==> config.mk <==
export PLATFORM = sky130hd
export DESIGN_NAME = abr_receiver
export DESIGN_NICKNAME = d
export VERILOG_FILES = /design/src/rtl/abr_pkg.sv /design/src/rtl/abr_sync.sv /design/src/rtl/abr_measure.sv /design/src/rtl/abr_frame.sv /design/src/rtl/abr_receiver.sv
export SDC_FILE = /design/constraint.sdc
export NUM_CORES = 1
export LEC_CHECK = 0
export ABC_CLOCK_PERIOD_IN_PS = 3200
export CAP_MARGIN = 30
export CORE_MARGIN = 10
export CORE_UTILIZATION = 56
export DETAILED_ROUTE_END_ITERATION = 12
export HOLD_SLACK_MARGIN = 0.15
export PLACE_DENSITY_LB_ADDON = 0.25
export SYNTH_ARGS = -nofsm -noshare
export SYNTH_HDL_FRONTEND = slang
export SYNTH_SLANG_ARGS = --single-unit
==> constraint.sdc <==
create_clock -name clk -period 3.2 [get_ports clk]
set_clock_uncertainty 0.05 [all_clocks]
set_input_delay 0.32 -clock clk [delete_from_list [all_inputs] [get_ports clk]]
set_output_delay 0.32 -clock clk [all_outputs]
set_load 0.01 [all_outputs]
==> src/rtl/abr_pkg.sv <==
// Shared types for the auto-baud receiver.
// Assumes: nothing beyond IEEE 1800-2017.
package abr_pkg;
    typedef enum logic [1:0] {
        LRN_WAIT  = 2'd0,
        LRN_COUNT = 2'd1,
        LRN_DONE  = 2'd2
    } lrn_state_t;

    typedef enum logic {
        RX_IDLE  = 1'b0,
        RX_SHIFT = 1'b1
    } rx_state_t;

    localparam int BYTE_W   = 8;
    localparam int FRAME_IX = 4;
endpackage

==> src/rtl/abr_sync.sv <==
// Line synchronizer and edge detector.
// Brings the asynchronous pin level into the clock domain through a flop chain.
// Then flags falling and rising edges of the synchronized level.
// Assumes: STAGES >= 2; the line idles high.
module abr_sync #(
    parameter int STAGES = 2
) (
    input  logic clk,
    input  logic rst_n,
    input  logic pin_in,
    output logic level,
    output logic fall,
    output logic rise
);
    logic [STAGES-1:0] chain;
    logic              prev;

    // Shift the pin through the synchronizer chain and keep the last level.
    always_ff @(posedge clk) begin
        if (!rst_n) begin
            chain <= '1;
            prev  <= 1'b1;
        end else begin
            chain <= {chain[STAGES-2:0], pin_in};
            prev  <= chain[STAGES-1];
        end
    end

    // Decode edges from the synchronized level and its previous value.
    always_comb begin
        level = chain[STAGES-1];
        fall  = prev & ~level;
        rise  = ~prev & level;
    end
endmodule

==> src/rtl/abr_measure.sv <==
// Bit-rate learner.
// Times the calibration byte from its start-bit falling edge to the second
// rising edge, which is eight bit times for 81h.
// Divides that span by eight with rounding and holds the result.
// Saturates and raises overflow when the result does not fit CNT_W bits.
// Assumes: the first enabled frame after reset or relearn is 81h.
module abr_measure
    import abr_pkg::*;
#(
    parameter int CNT_W = 8
) (
    input  logic             clk,
    input  logic             rst_n,
    input  logic             enable,
    input  logic             fall,
    input  logic             rise,
    input  logic             relearn,
    output logic [CNT_W-1:0] period,
    output logic             learned,
    output logic             overflow
);
    localparam int               SPAN_W     = CNT_W + 4;
    localparam logic [SPAN_W-1:0] SPAN_MAX   = '1;
    localparam logic [CNT_W-1:0]  PERIOD_MAX = '1;

    lrn_state_t        state;
    logic [SPAN_W-1:0] span;
    logic              seen_rise;
    logic [SPAN_W:0]   total;
    logic [SPAN_W-2:0] rounded;

    // Span in cycles is span+1; add 4 more to round before dividing by 8.
    always_comb begin
        total   = {1'b0, span} + (SPAN_W+1)'(5);
        rounded = total[SPAN_W:3];
    end

    // Learning sequencer: wait for start, count cycles, latch the rounded period.
    always_ff @(posedge clk) begin
        if (!rst_n || relearn) begin
            state     <= LRN_WAIT;
            span      <= '0;
            seen_rise <= 1'b0;
            period    <= '0;
            learned   <= 1'b0;
            overflow  <= 1'b0;
        end else begin
            case (state)
                LRN_WAIT: begin
                    if (fall && enable) begin
                        state     <= LRN_COUNT;
                        span      <= '0;
                        seen_rise <= 1'b0;
                    end
                end
                LRN_COUNT: begin
                    if (rise && seen_rise) begin
                        state   <= LRN_DONE;
                        learned <= 1'b1;
                        if (rounded > (SPAN_W-1)'(PERIOD_MAX)) begin
                            period   <= PERIOD_MAX;
                            overflow <= 1'b1;
                        end else begin
                            period <= rounded[CNT_W-1:0];
                        end
                    end else begin
                        if (rise) seen_rise <= 1'b1;
                        if (span != SPAN_MAX) span <= span + 1'b1;
                    end
                end
                default: ;
            endcase
        end
    end

    AST_PERIOD_STABLE: assert property (@(posedge clk) disable iff (!rst_n)
        (learned && $past(learned)) |-> $stable(period));
    AST_OVF_SATURATES: assert property (@(posedge clk) disable iff (!rst_n)
        overflow |-> (period == PERIOD_MAX && learned));
    AST_UNLEARNED_CLEAR: assert property (@(posedge clk) disable iff (!rst_n)
        !learned |-> (period == '0 && !overflow));
endmodule

==> src/rtl/abr_frame.sv <==
// Frame sampler.
// On an enabled falling edge, waits half a bit, checks the start bit, then
// samples eight data bits (LSB first) and the stop bit one period apart.
// Delivers the byte, flags a framing error, or requests a relearn when the
// upper nibble is all ones.
// Assumes: period >= 2 once learned.
module abr_frame
    import abr_pkg::*;
#(
    parameter int CNT_W = 8
) (
    input  logic              clk,
    input  logic              rst_n,
    input  logic              enable,
    input  logic              learned,
    input  logic [CNT_W-1:0]  period,
    input  logic              level,
    input  logic              fall,
    output logic [BYTE_W-1:0] rx_data,
    output logic              rx_valid,
    output logic              frame_err,
    output logic              relearn
);
    localparam logic [FRAME_IX-1:0] LAST_DATA = FRAME_IX'(BYTE_W);

    rx_state_t           state;
    logic [CNT_W-1:0]    tmr;
    logic [FRAME_IX-1:0] idx;
    logic [BYTE_W-1:0]   shreg;

    // Frame sequencer: mid-bit timer, bit index, shift register and result pulses.
    always_ff @(posedge clk) begin
        if (!rst_n) begin
            state     <= RX_IDLE;
            tmr       <= '0;
            idx       <= '0;
            shreg     <= '0;
            rx_data   <= '0;
            rx_valid  <= 1'b0;
            frame_err <= 1'b0;
            relearn   <= 1'b0;
        end else begin
            rx_valid  <= 1'b0;
            frame_err <= 1'b0;
            relearn   <= 1'b0;
            case (state)
                RX_IDLE: begin
                    if (fall && enable && learned) begin
                        state <= RX_SHIFT;
                        tmr   <= period >> 1;
                        idx   <= '0;
                    end
                end
                RX_SHIFT: begin
                    if (!learned) begin
                        state <= RX_IDLE;
                    end else if (tmr != '0) begin
                        tmr <= tmr - 1'b1;
                    end else begin
                        tmr <= period - 1'b1;
                        idx <= idx + 1'b1;
                        if (idx == '0) begin
                            if (level) state <= RX_IDLE;
                        end else if (idx <= LAST_DATA) begin
                            shreg <= {level, shreg[BYTE_W-1:1]};
                        end else begin
                            state <= RX_IDLE;
                            if (!level) begin
                                frame_err <= 1'b1;
                            end else if (&shreg[BYTE_W-1:BYTE_W-4]) begin
                                relearn <= 1'b1;
                            end else begin
                                rx_data  <= shreg;
                                rx_valid <= 1'b1;
                            end
                        end
                    end
                end
                default: state <= RX_IDLE;
            endcase
        end
    end

    AST_LOCKED_IGNORED: assert property (@(posedge clk) disable iff (!rst_n)
        (state == RX_IDLE && !enable) |=> state == RX_IDLE);
    AST_VALID_SINGLE: assert property (@(posedge clk) disable iff (!rst_n)
        rx_valid |=> !rx_valid);
    AST_VALID_NEEDS_LEARNED: assert property (@(posedge clk) disable iff (!rst_n)
        rx_valid |-> learned);
    AST_VALID_ERR_EXCLUSIVE: assert property (@(posedge clk) disable iff (!rst_n)
        !(rx_valid && frame_err));
endmodule

==> src/rtl/abr_receiver.sv <==
// Auto-baud single-wire serial receiver, top level.
// Ties together the synchronizer, the bit-rate learner and the frame sampler.
// Gates every start edge with the lock/unlock condition.
// Assumes: the pin idles high; the clock is chosen so one bit spans 2..255 cycles.
module abr_receiver
    import abr_pkg::*;
#(
    parameter int CNT_W       = 8,
    parameter int SYNC_STAGES = 2
) (
    input  logic              clk,
    input  logic              rst_n,
    input  logic              pin_in,
    input  logic [7:0]        lock_byte,
    input  logic              unlock,
    output logic [BYTE_W-1:0] rx_data,
    output logic              rx_valid,
    output logic              frame_err,
    output logic [CNT_W-1:0]  bit_period,
    output logic              learned,
    output logic              overflow
);
    logic level, fall, rise, relearn, enable;

    // Reception is open when the lock byte is clear or unlock is asserted.
    always_comb enable = (lock_byte == 8'h00) || unlock;

    abr_sync #(.STAGES(SYNC_STAGES)) u_sync (
        .clk(clk), .rst_n(rst_n), .pin_in(pin_in),
        .level(level), .fall(fall), .rise(rise)
    );

    abr_measure #(.CNT_W(CNT_W)) u_measure (
        .clk(clk), .rst_n(rst_n), .enable(enable), .fall(fall), .rise(rise),
        .relearn(relearn), .period(bit_period), .learned(learned),
        .overflow(overflow)
    );

    abr_frame #(.CNT_W(CNT_W)) u_frame (
        .clk(clk), .rst_n(rst_n), .enable(enable), .learned(learned),
        .period(bit_period), .level(level), .fall(fall),
        .rx_data(rx_data), .rx_valid(rx_valid), .frame_err(frame_err),
        .relearn(relearn)
    );
endmodule

==> impl_metrics.json <==
{
  "row_count": 26,
  "postSynthRegisterBits": 60,
  "worst_ir_drop_vdd_uv": 364,
  "max_cap_viol_count": 0,
  "multi_input_comb_area_mm2": 0.00169,
  "timing.final.setup_violations": 0,
  "tritoncts": "built",
  "grt_remaining_overflow": 0,
  "crit_type": "flop to flop",
  "total_leakage_power_uw": 0.00122,
  "io_buffer_count": 31,
  "report.final.slew_viol_count": 0,
  "cts-htree-levels": 3,
  "share_of_cell_area_taken_by_muxes_after_synthesis": 0.0398,
  "vias_in_the_first_global_route": 2515,
  "prevailing_post_synth_register_cell": "sky130_fd_sc_hd__dfxtp_1",
  "synth_largest_area_cell": "sky130_fd_sc_hd__dfxtp_1",
  "period_share": 0.771,
  "fill_cell_count": 446,
  "maxSlewHeadroom": 0.398,
  "synth.top_cells.by_area": "sky130_fd_sc_hd__dfxtp_1, sky130_fd_sc_hd__a21oi_1, sky130_fd_sc_hd__mux2i_1, sky130_fd_sc_hd__o21ai_0, sky130_fd_sc_hd__nor2_1",
  "layout.nets": 398,
  "cts_repair_resize_count": 0,
  "cts_inserted_buffers": 9,
  "timing.critical_path.required_ns": 3.37,
  "clock-sinks": 60,
  "synthDistinctLibCells": 52,
  "cp-end-kind": "flop",
  "maximum_number_of_pins_on_one_net_before_global_route_repair": 24,
  "die_span_in_x_um": 93.4,
  "dp_hpwl_um": 5190,
  "post_synth.cell_area_avg_um2": 8.53,
  "post-route-min-period_ns": 2.47,
  "synth-warning-count": 0,
  "hold-worst-slack_ns": 0.363,
  "worst_setup_path_start_kind": "flop",
  "cts.hold.buffers_added": 0,
  "wl_um": 7320,
  "worst_ep_arrival_time_ns": 2.64,
  "cts_post_setup_buffers_inserted": 0,
  "tightestPinTransition_ns": 0.900,
  "met2_length_um": 3420,
  "post_drt_wl_per_cell_um": 16.0,
  "grt_first_pass_wirelength_um": 12300,
  "clk_lat_worst_skew_ns": 0.34,
  "highest_metal_layer_used_by_the_detailed_router": "met4",
  "area_growth_syn_to_fin_pct": 17.4,
  "grt_usage": 0.172,
  "hold_path.class": "flop to flop",
  "clkSlewWorstSetupHoldPaths_ns": 0.07,
  "synthesis.area_mm2": 0.00302,
  "post_drt_via_cell_ratio": 6.05,
  "total_number_of_vias": 2765,
  "antennaDiodeCount": 0,
  "synth-simple-area-share": 0.232,
  "register_area_mm2": 0.00120,
  "cts-root-buf": "sky130_fd_sc_hd__clkbuf_8",
  "synthesized_net_count": 370,
  "antenna_found_initial": 0,
  "synth-adder-area-share": 0.0166,
  "synth-xor-area-share": 0.0464,
  "hold_violations": 0,
  "power.density_cell_area_mw_per_mm2": 415,
  "core_area_mm2": 0.00517,
  "run_status": "completed",
  "grt_setup_unrepaired": "no",
  "drive_above_1_share": 0.0827,
  "crit_fanout": 8,
  "route.met3.wl_um": 467,
  "synth-async-reset-ratio": 0,
  "synth_top_cell_area_share": 0.398,
  "seq_area_frac_synth": 0.398,
  "synth_cells": 354,
  "drt_iter0_drc": 228,
  "die-area_mm2": 0.00873,
  "max_clock_freq_mhz": 405,
  "drt-met1-wl_um": 3330,
  "globalplace.congestion": 0.884,
  "synth_top_family_by_area": "simple AND/OR/NAND/NOR gates",
  "synth_enable_flop_cells": 0,
  "drt_pass1_iterations": 5,
  "max-clock-path-buffers": 2,
  "synth.cells.most_frequent": "sky130_fd_sc_hd__dfxtp_1, sky130_fd_sc_hd__nor2_1, sky130_fd_sc_hd__nand2_1",
  "tns_ns": 0,
  "drtAntennaViolNets": 0,
  "remaining_drc_errors": 0,
  "synth_most_common_cell": "sky130_fd_sc_hd__dfxtp_1",
  "io_pins": 32,
  "dieHeight_um": 93.4,
  "area_fraction_in_compound_gates_after_synthesis": 0.225,
  "initial_utilization": 0.584
}
## layout make-up
cell class                      count  share of cell area
Sequential cell                    60               0.339
Clock buffer                       10              0.0360
Tap cell                           70              0.0247
Inverter                            8             0.00847
Multi-Input combinational cell    267               0.476
Clock inverter                      6              0.0180
Timing Repair Buffer               36              0.0981
## where the power goes
part / internal [uW] / switching (uW) / total (uW)
clock network: 359 / 310 / 669
logic: 23.0 / 27.3 / 50.2
registers: 749 / 3.87 / 753
## sequential cells by signal, indices dropped and copies added, names as in the netlist
name / count
u_sync.chain: 2
u_frame.frame_err: 1
u_frame.rx_data: 8
u_frame.tmr: 8
u_frame.state: 1
u_measure.state: 2
u_measure.overflow: 1
u_frame.relearn: 1
u_frame.shreg: 8
u_measure.period: 8
u_sync.prev: 1
u_measure.seen_rise: 1
u_measure.learned: 1
u_frame.rx_valid: 1
u_measure.span: 12
u_frame.idx: 4
## worst paths after layout
kind / slack [ns] / start / endpoint / cells after the start
hold / removal: 0.36 / u_sync.chain[0]$_SDFF_PN1_ / u_sync.chain[1]$_SDFF_PN1_ / 1
hold reg to reg: 0.36 / u_sync.chain[0]$_SDFF_PN1_ / u_sync.chain[1]$_SDFF_PN1_ / 1
setup reg to reg: 0.73 / u_frame.tmr[0]$_SDFFE_PN0P_ / u_frame.tmr[6]$_SDFFE_PN0P_ / 9
setup / recovery: 0.73 / u_frame.tmr[0]$_SDFFE_PN0P_ / u_frame.tmr[6]$_SDFFE_PN0P_ / 9
## through the flow
step                worst slack [ns]  total power (uW)  cell area (um2)  utilization  std cells
CTS                            0.750              1480             3550        0.686        457
floorplan                      0.905               794             3020            -        354
finish                         0.733              1470             3550        0.686        457
detailed placement             0.770               819             3350        0.649        441
global route                   0.460              1510             3550        0.686        457
global placement               0.854               818             3350        0.649        441
## layout by cell type (no fill, tap or decap), types with 2 or more instances in the layout
cell type,instances
sky130_fd_sc_hd__a21oi_1,25
sky130_fd_sc_hd__xnor2_1,6
sky130_fd_sc_hd__a41oi_1,2
sky130_fd_sc_hd__and3b_1,2
sky130_fd_sc_hd__o22ai_1,4
sky130_fd_sc_hd__o211ai_1,4
sky130_fd_sc_hd__a41o_1,3
sky130_fd_sc_hd__clkdlybuf4s50_1,31
sky130_fd_sc_hd__nor3b_1,2
sky130_fd_sc_hd__and3_1,6
sky130_fd_sc_hd__nor4_1,6
sky130_fd_sc_hd__clkinv_2,2
sky130_fd_sc_hd__clkinvlp_4,2
sky130_fd_sc_hd__clkbuf_8,9
sky130_fd_sc_hd__or3_1,2
sky130_fd_sc_hd__nand3_1,17
sky130_fd_sc_hd__buf_4,5
sky130_fd_sc_hd__nand2b_1,6
sky130_fd_sc_hd__dfxtp_1,60
sky130_fd_sc_hd__mux2i_1,12
sky130_fd_sc_hd__a221oi_1,2
sky130_fd_sc_hd__a311oi_1,10
sky130_fd_sc_hd__nand2_1,28
sky130_fd_sc_hd__nor2_1,30
sky130_fd_sc_hd__a21o_1,4
sky130_fd_sc_hd__ha_1,4
sky130_fd_sc_hd__nor3_1,8
sky130_fd_sc_hd__o21ai_0,24
sky130_fd_sc_hd__a31oi_1,15
sky130_fd_sc_hd__or4_4,2
sky130_fd_sc_hd__and2_1,2
sky130_fd_sc_hd__nor2_2,2
sky130_fd_sc_hd__inv_1,8
sky130_fd_sc_hd__xor2_1,10
sky130_fd_sc_hd__nand4_1,9
sky130_fd_sc_hd__nor4b_1,2
sky130_fd_sc_hd__o31ai_1,2
## per-layer routing
metal,vias up,track usage
met1,1279,0.219
met3,7,0.0432
met5,-,0
met2,97,0.267
met4,0,0.0746
li1,1382,-
## kinds of logic after synthesis
logic type,Yosys count
AND/OR/NAND/NOR,132
XOR/XNOR,16
multiplexers,12
AO/OA/AOI/OAI,103
adder cells (fa/ha/maj),4
buffers and inverters,27
flip-flops,60
## worst max-delay path: stages (launching register included)
cell and delay, ns:
sky130_fd_sc_hd__dfxtp_1 0.47, sky130_fd_sc_hd__or4_4 0.22, sky130_fd_sc_hd__nor2_2 0.09, sky130_fd_sc_hd__a21oi_1 0.20, sky130_fd_sc_hd__ha_1 0.21, sky130_fd_sc_hd__nor3b_1 0.35
sky130_fd_sc_hd__o41ai_4 0.15, sky130_fd_sc_hd__nor4_1 0.33, sky130_fd_sc_hd__xor2_1 0.18, sky130_fd_sc_hd__o22ai_1 0.09
Power figures use the tool's default switching activity.
